==> src/rtl/pgcache_pkg.sv <==
package pgcache_pkg;
  localparam int unsigned NBUF = 2;

  typedef enum logic [1:0] {
    PG_NONE   = 2'd0,
    PG_SWITCH = 2'd1,
    PG_FILL   = 2'd2,
    PG_STOP   = 2'd3
  } pg_act_e;
endpackage

==> src/rtl/pgcache_tags.sv <==
module pgcache_tags
  import pgcache_pkg::*;
#(
  parameter int unsigned PAGE_W = 8,
  localparam int unsigned IDX_W = $clog2(NBUF)
) (
  input  logic              clk,
  input  logic              rst_n,
  input  logic              clr_en,
  input  logic [IDX_W-1:0]  clr_idx,
  input  logic              set_en,
  input  logic [IDX_W-1:0]  set_idx,
  input  logic [PAGE_W-1:0] set_page,
  input  logic [PAGE_W-1:0] look_page,
  input  logic [IDX_W-1:0]  rd_idx,
  output logic [NBUF-1:0]   hit_o,
  output logic [PAGE_W-1:0] rd_tag_o
);
  logic [PAGE_W-1:0] tag_q   [NBUF];
  logic              valid_q [NBUF];

  for (genvar gi = 0; gi < NBUF; gi++) begin : g_entry
    logic set_me;
    logic clr_me;
    assign set_me = set_en && (set_idx == IDX_W'(gi));
    assign clr_me = clr_en && (clr_idx == IDX_W'(gi));

    always_ff @(posedge clk or negedge rst_n) begin
      if (!rst_n) begin
        valid_q[gi] <= 1'b0;
        tag_q[gi]   <= '0;
      end else if (set_me) begin
        valid_q[gi] <= 1'b1;
        tag_q[gi]   <= set_page;
      end else if (clr_me) begin
        valid_q[gi] <= 1'b0;
      end
    end

    assign hit_o[gi] = valid_q[gi] && (tag_q[gi] == look_page);
  end

  assign rd_tag_o = tag_q[rd_idx];
endmodule

==> src/rtl/pgcache_policy.sv <==
module pgcache_policy
  import pgcache_pkg::*;
(
  input  logic [1:0] hit_i,
  input  logic [1:0] lock_i,
  input  logic       run_i,
  input  logic       active_i,
  input  logic       eop_i,
  output pg_act_e    act_o,
  output logic       idx_o
);
  logic other;
  logic pref;

  assign other = ~active_i;
  assign pref  = run_i ? other : 1'b0;

  always_comb begin
    act_o = PG_NONE;
    idx_o = active_i;
    if (eop_i) begin
      if (active_i) begin
        act_o = PG_STOP;
      end else if (hit_i[1]) begin
        act_o = PG_SWITCH;
        idx_o = 1'b1;
      end else if (!lock_i[1]) begin
        act_o = PG_FILL;
        idx_o = 1'b1;
      end else begin
        act_o = PG_STOP;
      end
    end else if (run_i && hit_i[active_i]) begin
      act_o = PG_NONE;
    end else if (run_i && hit_i[other]) begin
      act_o = PG_SWITCH;
      idx_o = other;
    end else if (!run_i && hit_i[0]) begin
      act_o = PG_SWITCH;
      idx_o = 1'b0;
    end else if (!run_i && hit_i[1]) begin
      act_o = PG_SWITCH;
      idx_o = 1'b1;
    end else if (!lock_i[pref]) begin
      act_o = PG_FILL;
      idx_o = pref;
    end else if (!lock_i[~pref]) begin
      act_o = PG_FILL;
      idx_o = ~pref;
    end else begin
      act_o = PG_STOP;
    end
  end
endmodule

==> src/rtl/pgcache_fill.sv <==
module pgcache_fill #(
  parameter int unsigned PAGE_W    = 8,
  parameter int unsigned BUF_BYTES = 512,
  parameter int unsigned WS_W      = 3,
  localparam int unsigned OFS_W    = $clog2(BUF_BYTES),
  localparam int unsigned ADDR_W   = PAGE_W + OFS_W
) (
  input  logic              clk,
  input  logic              rst_n,
  input  logic              start_i,
  input  logic              start_buf_i,
  input  logic [PAGE_W-1:0] start_page_i,
  input  logic [WS_W-1:0]   ws_i,
  output logic              busy_o,
  output logic              rd_o,
  output logic [ADDR_W-1:0] rd_addr_o,
  output logic              buf_o,
  output logic [PAGE_W-1:0] page_o,
  output logic              done_o
);
  localparam logic [OFS_W-1:0] LAST_OFS = OFS_W'(BUF_BYTES - 1);

  logic              busy_q, busy_d;
  logic              buf_q, buf_d;
  logic [PAGE_W-1:0] page_q, page_d;
  logic [OFS_W-1:0]  ofs_q, ofs_d;
  logic [WS_W-1:0]   wcnt_q, wcnt_d;
  logic [WS_W-1:0]   wsl_q, wsl_d;
  logic              slot_end, last_byte, upd_en;

  assign slot_end  = (wcnt_q == wsl_q);
  assign last_byte = (ofs_q == LAST_OFS);
  assign upd_en    = start_i | busy_q;

  always_comb begin
    busy_d = busy_q;
    buf_d  = buf_q;
    page_d = page_q;
    ofs_d  = ofs_q;
    wcnt_d = wcnt_q;
    wsl_d  = wsl_q;
    if (start_i) begin
      busy_d = 1'b1;
      buf_d  = start_buf_i;
      page_d = start_page_i;
      ofs_d  = '0;
      wcnt_d = '0;
      wsl_d  = ws_i;
    end else if (busy_q) begin
      if (slot_end) begin
        wcnt_d = '0;
        if (last_byte) busy_d = 1'b0;
        else           ofs_d  = ofs_q + 1'b1;
      end else begin
        wcnt_d = wcnt_q + 1'b1;
      end
    end
  end

  always_ff @(posedge clk or negedge rst_n) begin
    if (!rst_n) begin
      busy_q <= 1'b0;
      buf_q  <= 1'b0;
      page_q <= '0;
      ofs_q  <= '0;
      wcnt_q <= '0;
      wsl_q  <= '0;
    end else if (upd_en) begin
      busy_q <= busy_d;
      buf_q  <= buf_d;
      page_q <= page_d;
      ofs_q  <= ofs_d;
      wcnt_q <= wcnt_d;
      wsl_q  <= wsl_d;
    end
  end

  assign busy_o    = busy_q;
  assign rd_o      = busy_q && (wcnt_q == '0);
  assign rd_addr_o = {page_q, ofs_q};
  assign buf_o     = buf_q;
  assign page_o    = page_q;
  assign done_o    = busy_q && slot_end && last_byte;
endmodule

==> src/rtl/pgcache_ctl.sv <==
module pgcache_ctl
  import pgcache_pkg::*;
#(
  parameter int unsigned PAGE_W    = 8,
  parameter int unsigned BUF_BYTES = 512,
  parameter int unsigned WS_W      = 3,
  localparam int unsigned OFS_W    = $clog2(BUF_BYTES),
  localparam int unsigned ADDR_W   = PAGE_W + OFS_W
) (
  input  logic              clk,
  input  logic              rst_n,
  input  logic [PAGE_W-1:0] req_page_i,
  input  logic              jump_i,
  input  logic              call_i,
  input  logic              ret_i,
  input  logic              eop_i,
  input  logic [1:0]        lock_i,
  input  logic              man_fill_i,
  input  logic              man_sel_i,
  input  logic [WS_W-1:0]   ws_i,
  output logic              halt_o,
  output logic              stop_o,
  output logic              run_o,
  output logic              active_o,
  output logic              rd_o,
  output logic              rd_buf_o,
  output logic [ADDR_W-1:0] rd_addr_o
);
  // reset: asserted asynchronously, released after two clock edges
  logic [1:0] rst_sync_q;
  logic       rst_in_n;

  always_ff @(posedge clk or negedge rst_n) begin
    if (!rst_n) rst_sync_q <= 2'b00;
    else        rst_sync_q <= {rst_sync_q[0], 1'b1};
  end
  assign rst_in_n = rst_sync_q[1];

  logic              busy, done, fbuf;
  logic [PAGE_W-1:0] fpage;
  logic [1:0]        hit;
  logic [PAGE_W-1:0] act_tag;
  pg_act_e           pact;
  logic              pidx;

  logic              run_q, run_d, act_q, act_d, stop_q, stop_d;
  logic [PAGE_W-1:0] ret_q, ret_d;

  logic sel_ok, man_go, ret_go, call_go, jump_go, eop_go, req_go;
  logic fill_start, start_buf;
  logic [PAGE_W-1:0] look_page, start_page;

  // request acceptance, in priority order
  assign man_go  = !busy && man_fill_i;
  assign sel_ok  = !busy && !man_fill_i;
  assign ret_go  = sel_ok && run_q && ret_i;
  assign call_go = sel_ok && run_q && !ret_i && call_i;
  assign jump_go = sel_ok && jump_i && !(run_q && (ret_i || call_i));
  assign eop_go  = sel_ok && run_q && eop_i && !ret_i && !call_i && !jump_i;
  assign req_go  = ret_go || call_go || jump_go || eop_go;

  assign look_page  = ret_go ? ret_q : req_page_i;
  assign fill_start = man_go || (req_go && (pact == PG_FILL));
  assign start_buf  = man_go ? man_sel_i : pidx;
  assign start_page = man_go ? req_page_i : look_page;

  pgcache_tags #(.PAGE_W(PAGE_W)) u_tags (
    .clk       (clk),
    .rst_n     (rst_in_n),
    .clr_en    (fill_start),
    .clr_idx   (start_buf),
    .set_en    (done),
    .set_idx   (fbuf),
    .set_page  (fpage),
    .look_page (look_page),
    .rd_idx    (act_q),
    .hit_o     (hit),
    .rd_tag_o  (act_tag)
  );

  pgcache_policy u_policy (
    .hit_i    (hit),
    .lock_i   (lock_i),
    .run_i    (run_q),
    .active_i (act_q),
    .eop_i    (eop_go),
    .act_o    (pact),
    .idx_o    (pidx)
  );

  pgcache_fill #(
    .PAGE_W    (PAGE_W),
    .BUF_BYTES (BUF_BYTES),
    .WS_W      (WS_W)
  ) u_fill (
    .clk          (clk),
    .rst_n        (rst_in_n),
    .start_i      (fill_start),
    .start_buf_i  (start_buf),
    .start_page_i (start_page),
    .ws_i         (ws_i),
    .busy_o       (busy),
    .rd_o         (rd_o),
    .rd_addr_o    (rd_addr_o),
    .buf_o        (fbuf),
    .page_o       (fpage),
    .done_o       (done)
  );

  always_comb begin
    run_d  = run_q;
    act_d  = act_q;
    ret_d  = ret_q;
    stop_d = 1'b0;
    if (req_go) begin
      if (call_go) ret_d = act_tag;
      unique case (pact)
        PG_SWITCH, PG_FILL: begin
          run_d = 1'b1;
          act_d = pidx;
        end
        PG_STOP: begin
          run_d  = 1'b0;
          stop_d = 1'b1;
        end
        default: ;
      endcase
    end
  end

  always_ff @(posedge clk or negedge rst_in_n) begin
    if (!rst_in_n) begin
      run_q  <= 1'b0;
      act_q  <= 1'b0;
      ret_q  <= '0;
      stop_q <= 1'b0;
    end else begin
      stop_q <= stop_d;
      if (req_go) begin
        run_q <= run_d;
        act_q <= act_d;
        ret_q <= ret_d;
      end
    end
  end

  assign halt_o   = busy;
  assign stop_o   = stop_q;
  assign run_o    = run_q;
  assign active_o = act_q;
  assign rd_buf_o = fbuf;
endmodule

==> config.mk <==
export PLATFORM = sky130hd
export DESIGN_NAME = pgcache_ctl
export DESIGN_NICKNAME = d
export VERILOG_FILES = /design/src/rtl/pgcache_pkg.sv /design/src/rtl/pgcache_tags.sv /design/src/rtl/pgcache_policy.sv /design/src/rtl/pgcache_fill.sv /design/src/rtl/pgcache_ctl.sv
export SDC_FILE = /design/constraint.sdc
export NUM_CORES = 1
export LEC_CHECK = 0
export CAP_MARGIN = 20
export CELL_PAD_IN_SITES_DETAIL_PLACEMENT = 1
export CELL_PAD_IN_SITES_GLOBAL_PLACEMENT = 1
export CORE_UTILIZATION = 48
export CTS_CLUSTER_DIAMETER = 40
export DETAILED_ROUTE_END_ITERATION = 8
export PLACE_DENSITY = 0.83
export REMOVE_ABC_BUFFERS = 1
export SYNTH_ARGS = -nofsm -noshare
export SYNTH_HDL_FRONTEND = slang
export SYNTH_HIERARCHICAL = 1
export SYNTH_SLANG_ARGS = --single-unit
==> constraint.sdc <==
create_clock -name clk -period 3.25 [get_ports clk]
set_input_delay 0.65 -clock clk [delete_from_list [all_inputs] [get_ports clk]]
set_output_delay 0.65 -clock clk [all_outputs]
set_load 0.05 [all_outputs]
==> metrics.md <==
| Metric | Value |
|---|---|
| P_sw | 1.27 mW |
| Worst slew pin tran | 869 ps |
| IO Count | 44 |
| Largest net degree at the start of global routing | 38 |
| CTS H-Tree Depth | 2 |
| Wire length on met2 | 5190 um |
| Max rail drop VDD | 0.525 mV |
| Cells after Synth | 266 |
| DR vias | 2513 |
| Site Rows | 29 |
| Clock Latency Late Sink | 320 ps |
| N_diodes | 0 |
| Slew headroom | 42.1% |
| Die Span Y | 83.8 um |
| Area Overhead vs Synth | 32.6% |
| Fillers | 616 |
| Initial Utilization | 50.2% |
| Mapped Area | 0.00321 mm2 |
| Root Driver | clkbuf_8 |
| Gr ovfl total | 0 |
| Synth unique cells | 51 |
| Clock buffer count from CTS | 5 |
| Final slew viol count | 0 |
| Element type at the critical path end | register |
| DR WL met3 | 501 um |
| Post-route clock period utilization | 108% |
| DR pass1 iterations | 4 |
| Initial DRC count | 114 |
| Yosys top cell area share | 43.7% |
| Crit-path max FO | 7 |
| Fmax | 285 MHz |
| Final worst slack | -253 ps |
| Power density over the cells | 681 mW/mm2 |
| Initial antenna violation count | 0 |
| Die X | 83.8 um |
| Routed WL | 10500 um |
| Failing checks | negative setup slack |
| Worst setup path class | reg -> reg |
| Final setup fails | 29 |
| Clk slew on worst S/H paths | 110 ps |
| Final Hold Vio Count | 0 |
| Clock power share | 16.6% |
| WL/cell | 25.3 um |
| Combinational Power Share | 48.0% |
| Pleak | 1.90 nW |
| Hold Slack | 365 ps |
| Status | finished, violations left |
| CTS tree | done |
| Sequential share of power | 35.3% |
| Routability cong. | 0.790 |
| Share of layout cells above drive strength 1 | 44.5% |
| Post-synth EDFFs | 0 |
| Total Routing Usage GR | 27.0% |
| Internal power | 1.63 mW |
| Ranking of synthesized cells by area | dfrtp_1 (44%), mux2_2 (15%), mux2_4 (9.4%), xnor2_1 (5.2%), ha_1 (2.7%) |
| Hold crit path type | reg -> reg |
| Critical path arrival | 3710 ps |
| Post-DRT Antenna Nets | 0 |
| MaxCap Viol Count | 0 |
| Critical Path Start Type | register |
| Layout Nets | 364 |
| Core Footprint | 0.00639 mm2 |
| Min Tclk post-route | 3500 ps |
| Vias in the first global route | 2669 |
| Die Area | 0.00701 mm2 |
| Via-to-Cell Ratio | 6.07 |
| Global-route wire length before repair | 14500 um |
| CP required | 3460 ps |
| Core Util, Final | 66.6% |
| Switching Share | 43.7% |
| Highest routed metal layer | met4 |
| Post-synthesis sequential area ratio | 43.7% |
| Fin area | 0.00425 mm2 |
| Placed Area | 0.00379 mm2 |
| Synthesis warning total | 6 |
| Syn avg cell area | 12.1 um2 |
| HPWL after DPL | 5600 um |
| Leading area contributor after synthesis | dfrtp_1 |
| Worst setup skew after layout | 3.18 ps |
| Ys async rst share | 100% |
| Final Power | 2.90 mW |
| Seq cells post-synth | 56 |
| CTS sink cnt | 56 |
| Unrepaired setup endpoints after global routing | yes |
| Main flop type after synthesis | dfrtp_1 |
| Met1 WL | 4420 um |
| DRC | 0 |
| Port Buf Inserts | 43 |
| Clock Path Buffers | 2 |
[worst max-delay path, cell delays in order, from the launching register on]
cell	delay, ps
dfrtp_1	420
nor2_4	120
and3_4	270
buf_6	140
mux2_4	330
xnor2_1	240
nand4_1	150
nor3_2	160
buf_4	170
a211oi_1	60
a211o_1	300
o21ai_2	100
inv_2	80
ha_4	170
a21o_4	240
buf_12	150
mux2_2	280
[final cells by class]
cell class	count	area, um2	area share (%)
clock buffers	5	68.8	1.62
clock inverters	3	46.3	1.09
inverters	7	26.3	0.618
multi-input cells	187	1850	43.5
flip-flops and latches	56	1400	33.0
well taps	77	96.3	2.26
repair buffers	79	763	17.9
[placed cells by master (no fill, tap or decap), drive strengths merged, types with 3 or more instances in the layout]
| cell | instances |
|---|---|
| mux2 | 63 |
| dfrtp | 56 |
| clkdlybuf4s50 | 41 |
| buf | 37 |
| xnor2 | 19 |
| nand2 | 12 |
| o21ai | 9 |
| a21oi | 8 |
| nand3 | 8 |
| inv | 8 |
| nor2 | 8 |
| ha | 7 |
| clkbuf | 6 |
| and3 | 5 |
| or3 | 4 |
| nor2b | 4 |
| nor3 | 4 |
| nand2b | 3 |
| nand4 | 3 |
| a21o | 3 |
[timing repair]
item                       in CTS  in global routing
hold buffers                    0                  0
gates cloned                    2                  1
pin swaps                      10                  8
gates resized for setup        26                 30
buffers inserted                9                  3
setup endpoints to repair      30                 29
[power by group through the flow]
stage          Clock, mW  Combinational (mW)  Sequential (mW)
2_1_floorplan          0               0.420             1.35
3_3_place_gp           0                1.17             1.01
3_5_place_dp           0                1.22             1.02
4_1_cts            0.492                1.26             1.01
5_1_grt            0.513                1.45             1.05
6_report           0.482                1.39             1.02
[per-stage QoR]
| stage | setup TNS (ps) | cells | setup WS, ps |
|---|---|---|---|
| 2_1_floorplan | -15180 | 249 | -688 |
| 3_3_place_gp | -19500 | 392 | -720 |
| 3_5_place_dp | -25290 | 392 | -921 |
| 4_1_cts | -596 | 410 | -65.5 |
| 5_1_grt | -9100 | 414 | -371 |
| 6_report | -5370 | 414 | -253 |
[per-layer routing]
layer  global-route usage, %  vias up
met2                    47.3       90
met4                    10.0        0
met3                    3.56       34
met1                    34.1     1315
li1                        -     1074
met5                       0        -
[flip-flops by register name, summed over array words and instances, names as in the netlist]
name            cells
active_o            1
ret_q               8
u_fill/wcnt_q       3
u_fill/buf_o        1
run_o               1
u_fill/ofs_q        9
stop_o              1
u_tags/tag_q       16
u_fill/wsl_q        3
u_fill/page_o       8
u_tags/valid_q      2
rst_sync_q          2
u_fill/busy_o       1
[synth_stat cells, drive strengths merged, types with 2 or more instances]
| library cell | number |
|---|---|
| xnor2 | 19 |
| o41ai | 2 |
| a21oi | 8 |
| or2 | 2 |
| clkbuf | 3 |
| a21o | 3 |
| o31ai | 2 |
| nor2b | 4 |
| buf | 14 |
| nand3 | 8 |
| inv | 7 |
| nand2b | 3 |
| or4 | 2 |
| nor3 | 4 |
| ha | 7 |
| nor2 | 8 |
| mux2i | 2 |
| dfrtp | 56 |
| or3 | 4 |
| o21ai | 9 |
| nand2 | 12 |
| and3 | 4 |
| nand4 | 3 |
| and2 | 2 |
| nor4 | 2 |
| mux2 | 63 |
[final timing paths]
check	startpoint	to	slack (ps)	cells after the start
setup / recovery	u_fill/busy_o$_DFFE_PN0P_	u_fill/wsl_q[0]$_DFFE_PN0P_	-250	16
hold / removal	rst_sync_q[0]$_DFF_PN0_	rst_sync_q[1]$_DFF_PN0_	370	0
setup reg to reg	u_fill/busy_o$_DFFE_PN0P_	u_fill/wsl_q[0]$_DFFE_PN0P_	-250	16
hold reg to reg	rst_sync_q[0]$_DFF_PN0_	rst_sync_q[1]$_DFF_PN0_	370	0
max in group asynchronous	rst_sync_q[1]$_DFF_PN0_	u_fill/page_o[5]$_DFFE_PN0P_	2070	1
min in group asynchronous	rst_sync_q[1]$_DFF_PN0_	u_fill/ofs_q[4]$_DFFE_PN0P_	400	0
[logic make-up (layout without fill, tap and decap cells)]
kind of cell | count (synthesis) | after routing | share of synthesized area (%)
buf+inv | 24 | 94 | 4.91
simple gates | 63 | 64 | 12.0
flops | 56 | 56 | 43.7
mux | 65 | 65 | 25.1
other cells | 1 | 1 | 0.117
fa+ha+maj | 7 | 7 | 2.73
compound gates | 30 | 30 | 6.01
xor+xnor | 20 | 20 | 5.46
No activity file was read; power rests on OpenSTA's default activity.
